**config.mk**
```make
export PLATFORM = sky130hd
export DESIGN_NAME = skip_read_port
export DESIGN_NICKNAME = d
export VERILOG_FILES = /design/src/rtl/skip_rd_pkg.sv /design/src/rtl/srp_pol_norm.sv /design/src/rtl/srp_ptr_unit.sv /design/src/rtl/srp_out_stage.sv /design/src/rtl/skip_read_port.sv
export SDC_FILE = /design/constraint.sdc
export NUM_CORES = 1
export LEC_CHECK = 0
export ABC_AREA = 1
export ABC_CLOCK_PERIOD_IN_PS = 1500
export CAP_MARGIN = 20
export CORE_MARGIN = 2
export CORE_UTILIZATION = 42
export CTS_CLUSTER_SIZE = 24
export DETAILED_ROUTE_END_ITERATION = 8
export HOLD_SLACK_MARGIN = 0.06
export PLACE_DENSITY = 0.8
export SETUP_SLACK_MARGIN = 0.1
export SLEW_MARGIN = 0
export SYNTH_ARGS = -nofsm -noshare
export SYNTH_HDL_FRONTEND = slang
export SYNTH_SLANG_ARGS = --single-unit
```
**constraint.sdc**
```tcl
create_clock -name clk_i -period 1.5 [get_ports clk_i]
set_clock_uncertainty 0.05 [all_clocks]
set_input_delay 0.375 -clock clk_i [delete_from_list [all_inputs] [get_ports clk_i]]
set_output_delay 0.375 -clock clk_i [all_outputs]
set_load 0.03 [all_outputs]
```
**src/rtl/skip_rd_pkg.sv**
```systemverilog
package skip_rd_pkg;

    // Strobes after polarity decoding: 1 means asserted.
    typedef struct packed {
        logic rst;
        logic en;
        logic oe;
    } rd_ctrl_t;

    localparam int unsigned CTRL_W = 3;

endpackage

```
**src/rtl/srp_pol_norm.sv**
```systemverilog
module srp_pol_norm
    import skip_rd_pkg::*;
(
    input  logic     pol_i,
    input  logic     rrst_i,
    input  logic     ren_i,
    input  logic     oe_i,
    output rd_ctrl_t ctrl_o
);

    logic [CTRL_W-1:0] raw;
    logic [CTRL_W-1:0] act;

    assign raw = {rrst_i, ren_i, oe_i};

    // A high polarity pin inverts every strobe.
    for (genvar i = 0; i < CTRL_W; i++) begin : g_norm
        assign act[i] = raw[i] ^ pol_i;
    end

    assign ctrl_o = rd_ctrl_t'(act);

endmodule

```
**src/rtl/srp_ptr_unit.sv**
```systemverilog
module srp_ptr_unit
    import skip_rd_pkg::*;
#(
    parameter int unsigned AW = 6
) (
    input  logic          clk_i,
    input  logic          rst_ni,
    input  rd_ctrl_t      ctrl_i,
    output logic [AW-1:0] rd_addr_o
);

    localparam logic [AW-1:0] ADDR_MAX = {AW{1'b1}};
    localparam logic [AW-1:0] ADDR_ONE = AW'(1);

    typedef struct packed {
        logic [AW-1:0] ptr;
        logic          pend;
    } ptr_state_t;

    ptr_state_t st_d, st_q;
    logic       rst_now;

    always_comb begin
        st_d    = st_q;
        rst_now = ctrl_i.en && (ctrl_i.rst || st_q.pend);
        rd_addr_o = rst_now ? '0 : st_q.ptr;
        if (ctrl_i.en) begin
            st_d.ptr  = rd_addr_o + ADDR_ONE;
            st_d.pend = 1'b0;
        end else if (ctrl_i.rst) begin
            st_d.pend = 1'b1;
        end
    end

    always_ff @(posedge clk_i or negedge rst_ni) begin
        if (!rst_ni) begin
            st_q <= '0;
        end else begin
            st_q <= st_d;
        end
    end


    ptr_hold_chk: assert property (@(posedge clk_i) disable iff (!rst_ni)
        !ctrl_i.en |=> $stable(st_q.ptr));


    pend_set_chk: assert property (@(posedge clk_i) disable iff (!rst_ni)
        (!ctrl_i.en && ctrl_i.rst) |=> st_q.pend);


    pend_clear_chk: assert property (@(posedge clk_i) disable iff (!rst_ni)
        ctrl_i.en |=> !st_q.pend);


    rst_next_one_chk: assert property (@(posedge clk_i) disable iff (!rst_ni)
        (ctrl_i.en && (ctrl_i.rst || st_q.pend)) |=> (st_q.ptr == ADDR_ONE));


    ptr_wrap_chk: assert property (@(posedge clk_i) disable iff (!rst_ni)
        (ctrl_i.en && !ctrl_i.rst && !st_q.pend && st_q.ptr == ADDR_MAX)
        |=> (st_q.ptr == '0));

endmodule

```
**src/rtl/srp_out_stage.sv**
```systemverilog
module srp_out_stage
    import skip_rd_pkg::*;
#(
    parameter int unsigned DW = 16
) (
    input  logic          clk_i,
    input  logic          rst_ni,
    input  rd_ctrl_t      ctrl_i,
    input  logic [DW-1:0] mem_data_i,
    output logic [DW-1:0] dout_o,
    output logic          valid_o,
    output logic          drive_o
);

    typedef struct packed {
        logic [DW-1:0] data;
        logic          valid;
        logic          drive;
    } out_state_t;

    out_state_t st_d, st_q;

    always_comb begin
        st_d       = st_q;
        st_d.drive = ctrl_i.oe;
        if (ctrl_i.en) begin
            st_d.data  = mem_data_i;
            st_d.valid = 1'b1;
        end
    end

    always_ff @(posedge clk_i or negedge rst_ni) begin
        if (!rst_ni) begin
            st_q <= '0;
        end else begin
            st_q <= st_d;
        end
    end

    assign dout_o  = st_q.data;
    assign valid_o = st_q.valid;
    assign drive_o = st_q.drive;


    data_hold_chk: assert property (@(posedge clk_i) disable iff (!rst_ni)
        !ctrl_i.en |=> $stable(st_q.data));


    valid_set_chk: assert property (@(posedge clk_i) disable iff (!rst_ni)
        ctrl_i.en |=> st_q.valid);


    drive_on_chk: assert property (@(posedge clk_i) disable iff (!rst_ni)
        ctrl_i.oe |=> st_q.drive);


    drive_off_chk: assert property (@(posedge clk_i) disable iff (!rst_ni)
        !ctrl_i.oe |=> !st_q.drive);

endmodule

```
**src/rtl/skip_read_port.sv**
```systemverilog
module skip_read_port
    import skip_rd_pkg::*;
#(
    parameter int unsigned DW = 16,
    parameter int unsigned AW = 6
) (
    input  logic          clk_i,
    input  logic          rst_ni,
    input  logic          pol_i,
    input  logic          rrst_i,
    input  logic          ren_i,
    input  logic          oe_i,
    input  logic [DW-1:0] mem_data_i,
    output logic [AW-1:0] rd_addr_o,
    output logic [DW-1:0] dout_o,
    output logic          dout_valid_o,
    output logic          bus_drive_o
);

    rd_ctrl_t ctrl;

    srp_pol_norm u_pol (
        .pol_i  (pol_i),
        .rrst_i (rrst_i),
        .ren_i  (ren_i),
        .oe_i   (oe_i),
        .ctrl_o (ctrl)
    );

    srp_ptr_unit #(.AW(AW)) u_ptr (
        .clk_i     (clk_i),
        .rst_ni    (rst_ni),
        .ctrl_i    (ctrl),
        .rd_addr_o (rd_addr_o)
    );

    srp_out_stage #(.DW(DW)) u_out (
        .clk_i      (clk_i),
        .rst_ni     (rst_ni),
        .ctrl_i     (ctrl),
        .mem_data_i (mem_data_i),
        .dout_o     (dout_o),
        .valid_o    (dout_valid_o),
        .drive_o    (bus_drive_o)
    );


    reset_idle_chk: assert property (@(posedge clk_i)
        !rst_ni |-> (!dout_valid_o && !bus_drive_o && dout_o == '0));

endmodule

```
==> results of run 1 <==
## worst paths after layout
| path | from | to | slack, ps |
|---|---|---|---|
| worst min register to register | u_out.dout_o[6] | u_out.dout_o[6] | 430 |
| worst min-delay path | pol_i | u_out.drive_o | 300 |
| worst max-delay path | rrst_i | rd_addr_o[5] | -170 |
| min in group asynchronous | rst_ni | u_ptr.st_q[1] | 340 |
| worst max register to register | u_ptr.st_q[0] | u_ptr.st_q[6] | 200 |
| max in group asynchronous | rst_ni | u_out.dout_o[14] | 820 |
## power by group through the flow
stage / Sequential, W / Combinational (W) / Clock, W
floorplan: 0.000920 / 0.000188 / 0
global placement: 0.000807 / 0.000543 / 0
detailed placement: 0.000807 / 0.000556 / 0
CTS: 0.000797 / 0.000535 / 0.000318
global route: 0.000812 / 0.000607 / 0.000349
finish: 0.000800 / 0.000563 / 0.000301
## critical path, delay by kind of cell
| kind | cells | cell delay [ps] |
|---|---|---|
| buffers and inverters | 4 | 490 |
| and+or+nand+nor | 4 | 380 |
## through the flow
stage | setup WS, ps | area (um2)
after floorplan | 92.4 | 1120
after global placement | -506 | 1630
after detailed placement | -588 | 1630
after CTS | -203 | 1630
after global routing | -249 | 1700
final | -174 | 1700
## kinds of logic after synthesis
family                    synth area share
and+or+nand+nor                      0.323
DFF                                  0.560
buffers and inverters               0.0784
AOI/OAI and AO/OA                   0.0235
xor gates and xnor gates            0.0157
## sequential cells by signal, indices dropped and copies added (netlist names)
signal / flops
u_out.drive_o: 1
u_out.dout_o: 16
u_ptr.st_q: 7
u_out.valid_o: 1
## cell type report
cell class,count,area [um2]
fillers,212,801
flip-flops and latches,25,626
multi-input cells,84,480
repair buffers,58,462
inverters,17,66.3
well taps,30,37.5
clock buffers,3,22.5
clock inverters,1,5.00
## per-layer routing
layer,part of all wire,GRT usage
met3,0.077,0.0395
met1,0.40,0.204
met4,0.048,0.0941
met5,0,0
met2,0.48,0.303
## synth_stat cells
cell type	number
nor2_4	1
nand2_2	3
buf_4	1
xor2_1	2
inv_1	14
a21oi_2	1
nand3_2	2
nand2_1	60
o21a_1	1
nor2_2	1
nand2_4	3
buf_6	1
dfrtp_1	25
nor2_1	3
or2_2	1
nand3_1	2
buf_2	1
o21ai_0	2
nand4_2	1
inv_2	3
nor3_1	1
## what timing repair did
item | in CTS | in global routing
hold buffers | 0 | 0
buffers inserted | 3 | 3
setup endpoints to repair | 48 | 11
resized for setup | 111 | 18
pin swaps | 3 | 4
==> results.ini, run 1 <==
[critical_path]
critical_path.slowest_cell=dlygate4sd2_1
crit_path_end_kind=primary output
critical_path.max_fanout=5
worstPathArrival_ps=1250
timing_worst_setup_path_type=in -> out
worstPathCellList=dlygate4sd2_1 -> inv_1 -> nand2_2 -> nand3_4 -> nand2_8 -> nand2_4 -> inv_2 -> buf_6
critPathLaunchType=primary input
cp.required_ps=1070
cpPeakStageDelay_ps=260
worst_r2r_path_depth=9

[synthesis]
synth_area_per_cell_um2=8.66
yosys_top_cell_area_share=0.560
synthCells=129
post_synth_design_cell_area_mm2=0.00112
yosys.area.top_type=dfrtp_1
synth_seq_cells=25
yosys.cell_types.count=21
synth.yosys.warnings=0
syn-num-nets=151
sequential_fraction_of_the_synthesis_area=0.560
synth_top_cells_by_area=dfrtp_1 (56%), nand2_1 (20%), inv_1 (4.7%)

[finish]
layout_common_cells=nand2_1 (54), dfrtp_1 (25), buf_2 (19)
most_common_cell_after_layout_fill_and_taps_aside=nand2_1
area_grow_syn2layout_pct=52.1
layoutNonFillerInstCount=218
postLayoutCoreUtil=0.680
antenna-diode-count=0
drive_above_1_share=0.383
final_net_count=211

[sta]
count_of_final_setup_violators=6
hold_violations=0
holdWs_ps=296
max_slew_margin=0.790
max_freq_mhz=598
worst_pin_slew_ps=315
finalSetupTns_ps=-1000
final_worst_setup_slack_ps=-174
finalCritPeriodShare=1.12
grt_setup_unrepaired=yes
post-route-min-period_ps=1670
timing.final.max_slew_violations=0

[pwr]
switching_power_w=0.000598
total_power_w=0.00167
power_switching_share=0.359
power_density_mw_per_mm2=980
seq_power_share=0.481
ir_drop_mv=0.610
p_leak_nw=0.924
share_clk_of_total_power=0.181
internal_power_component_w=0.00107
comb_power_share=0.338

[global_routing]
globalRouteTotalUtil=0.176
grt_pass1_wl_um=4320
grt_start_max_net_pins=26
grt_pass1_vias=1033
globalRoute.totalOverflow=0
antenna_found_initial=0

[place]
post-place-cells=208
port_buffers=45
globalplace.congestion=0.791
detailed_place_hpwl_um=1890

[routing]
post-route-drc-count=0
drt-vias-per-instance=4.58
post_route_ant_nets=0
detailedRoute.firstIterationViolations=17
detail_route.first_pass.iterations=4
via_count=999
routed_wirelength_um=2530
drt-wirelength-per-cell_um=11.6

[job]
maxCapViolCount=0

[die]
floorplan.die_area_mm2=0.00309
die-width_um=55.6
fp.dieH_um=55.6
design.core.area_mm2=0.00250
rows=18
pin_count=46
start_util=0.447

[hold_path]
min_path_type=in -> reg
min_path_cells=2

[clock_network]
numCtsBuffers=3
h-tree-depth=1
clock_sinks=25
cts_root_buf=clkbuf_4
max-clock-path-buffers=2
clk_pin_slew_ps=130
tritoncts=yes
worstSkewPairLatency_ps=320

[run_status]
outcome=finished with violations
failed_checks=negative setup slack

(Power assumes the default switching activity.)
==> inputs of run 2 (changes only) <==
--- a/config.mk
+++ b/config.mk
@@ -14,7 +14,7 @@
 export DETAILED_ROUTE_END_ITERATION = 8
 export HOLD_SLACK_MARGIN = 0.06
 export PLACE_DENSITY = 0.8
-export SETUP_SLACK_MARGIN = 0.1
+export SETUP_SLACK_MARGIN = 0.02
 export SLEW_MARGIN = 0
 export SYNTH_ARGS = -nofsm -noshare
 export SYNTH_HDL_FRONTEND = slang
==> run 2 against run 1 <==
Compared with the run above:
- the run still ends with negative setup slack left
- sequential share of layout area down 1.9 points
- die area unchanged
- hold slack better by 56 ps
- core utilization up 3.6 points
- register-to-register slack worse by 80 ps
- clock power down 4%
- largest cell class unchanged
==> results.ini, run 2 (synthesized netlist as in run 1, its figures left out) <==
[clock_network]
tritoncts=yes
clock_sinks=25  ; unchanged
worstSkewPairLatency_ps=300  ; -20 ps
clk_pin_slew_ps=130  ; about the same
numCtsBuffers=3  ; unchanged
max-clock-path-buffers=2  ; unchanged
h-tree-depth=1  ; unchanged
cts_root_buf=clkbuf_4

[routing]
drt-vias-per-instance=4.60  ; +0.48%
routed_wirelength_um=2700  ; +6.8%
post-route-drc-count=0  ; unchanged
detail_route.first_pass.iterations=2  ; -2
drt-wirelength-per-cell_um=12.3  ; +5.9%
post_route_ant_nets=0  ; unchanged
via_count=1013  ; +1.4%
detailedRoute.firstIterationViolations=6  ; -11

[die]
start_util=0.447  ; unchanged
pin_count=46  ; unchanged
floorplan.die_area_mm2=0.00309  ; unchanged
rows=18  ; unchanged
die-width_um=55.6  ; unchanged
fp.dieH_um=55.6  ; unchanged
design.core.area_mm2=0.00250  ; unchanged

[sta]
max_slew_margin=0.792  ; +0.00148
holdWs_ps=352  ; +55.8 ps
final_worst_setup_slack_ps=-182  ; -8.32 ps
timing.final.max_slew_violations=0  ; unchanged
finalCritPeriodShare=1.12  ; +0.00555
worst_pin_slew_ps=312  ; -2.22 ps
post-route-min-period_ps=1680  ; +8.32 ps
grt_setup_unrepaired=yes
max_freq_mhz=595  ; -0.49%
count_of_final_setup_violators=6  ; unchanged
hold_violations=0  ; unchanged

[critical_path]
cpPeakStageDelay_ps=390  ; +130 ps
worstPathArrival_ps=1260  ; about the same
worst_path_dominant_cell_family=flip-flops
critical_path.max_fanout=5  ; unchanged
cp.required_ps=1070  ; about the same
worstPathCellList=inv_2 -> nand3_4 -> nand2_4 -> nand2_2 -> inv_2 -> buf_6
timing_worst_setup_path_type=reg -> out
critical_path.slowest_cell=dfrtp_1
critPathLaunchType=register
timing.critical_path.mode_cell=inv_2
crit_path_end_kind=primary output
critical_path_buf_inv_count=3  ; -1

[global_routing]
grt_pass1_wl_um=4810  ; +11%
grt_start_max_net_pins=26  ; unchanged
grt_pass1_vias=1084  ; +4.9%
globalRoute.totalOverflow=0  ; unchanged
globalRouteTotalUtil=0.194  ; +0.0180
antenna_found_initial=0  ; unchanged

[finish]
most_common_cell_after_layout_fill_and_taps_aside=nand2_1
layout_common_cells=nand2_1 (54), dfrtp_1 (25), clkdlybuf4s50_1 (18)
final_net_count=213  ; +0.95%
fill_cells=190  ; -10%
drive_above_1_share=0.389  ; +0.00649
area_grow_syn2layout_pct=60.1
postLayoutCoreUtil=0.716  ; +0.0360
antenna-diode-count=0  ; unchanged
largest_register_ffs=16  ; unchanged

[place]
detailed_place_hpwl_um=1920  ; +1.8%
port_buffers=45  ; unchanged
globalplace.congestion=0.821  ; +3.7%

[pwr]
ir_drop_mv=0.653  ; +7.0%
p_leak_nw=0.932  ; +0.84%
power_density_mw_per_mm2=952  ; -2.8%

[run_status]
outcome=finished with violations
failed_checks=negative setup slack

[hold_path]
min_path_type=in -> async

[job]
maxCapViolCount=0  ; unchanged

## run 2: changes by cell type in the layout (fill, tap and decap cells not counted), moves of 2 or more
cell / delta
buf_2: -16
buf_4: +2
clkdlybuf4s15_2: +15
nand2_8: -2
o21ai_0: -2
## run 2: per-layer routing
layer / vias up / share of wire / GRT usage / wire (um)
met2: 31 / 0.53 / 0.352 / 1420
met5: - / 0 / 0 / 0
met4: 0 / 0.015 / 0.0662 / 41
met3: 4 / 0.061 / 0.0465 / 166
li1: 506 / - / - / -
met1: 472 / 0.40 / 0.223 / 1080
## run 2: worst register-to-register path, cell delays in order (launching register included)
cell	delay, ps
dfrtp_1	390
inv_2	70
nand3_4	100
nand2_4	120
nand2_4	60
buf_4	130
buf_4	150
nor3_2	160
nor2_1	50
## run 2: timing repair
| action | in CTS | in global routing |
|---|---|---|
| setup buffers | 7 | 3 |
| hold endpoints to repair | 0 | 0 |
| endpoints found under the setup margin | 30 | 16 |
| pin swaps | 3 | 5 |
| resized for setup | 81 | 12 |
| hold buffers | 0 | 0 |
## run 2: final timing paths
kind	startpoint	to	slack (ps)	depth (start not counted)
worst max-delay path	u_ptr.st_q[0]	rd_addr_o[5]	-180	6
worst min-delay path	rst_ni	u_out.drive_o	350	2
worst max register to register	u_ptr.st_q[0]	u_ptr.st_q[5]	120	8
worst min register to register	u_out.dout_o[9]	u_out.dout_o[9]	440	2
max in group asynchronous	rst_ni	u_out.valid_o	810	2
min in group clk_i	u_out.dout_o[9]	u_out.dout_o[9]	440	2
## run 2: per-stage QoR
stage	setup WS [ps]	total power, W	std cells	cell area (um2)	TNS, ps
CTS	-161	0.00172	220	1790	-998
global route	-251	0.00181	220	1790	-1410
detailed placement	-512	0.00137	209	1630	-10550
global placement	-462	0.00135	209	1630	-9380
floorplan	26.5	0.00111	129	1120	0
finish	-182	0.00170	220	1790	-966
## run 2: layout make-up
type / count / area [um2] / area share
Multi-Input combinational cell: 84 / 464 / 0.259
Tap cell: 30 / 37.5 / 0.0210
Sequential cell: 25 / 626 / 0.350
Inverter: 17 / 63.8 / 0.0357
Clock buffer: 3 / 22.5 / 0.0126
Timing Repair Buffer: 60 / 571 / 0.319
Clock inverter: 1 / 5.00 / 0.00280
## run 2: report_power, final
group | internal, W | leakage [nW] | switching, W
Combinational | 0.000254 | 0.608 | 0.000354
Sequential | 0.000751 | 0.307 | 0.0000568
Clock | 0.0000994 | 0.0177 | 0.000189
Total | 0.00110 | 0.932 | 0.000600
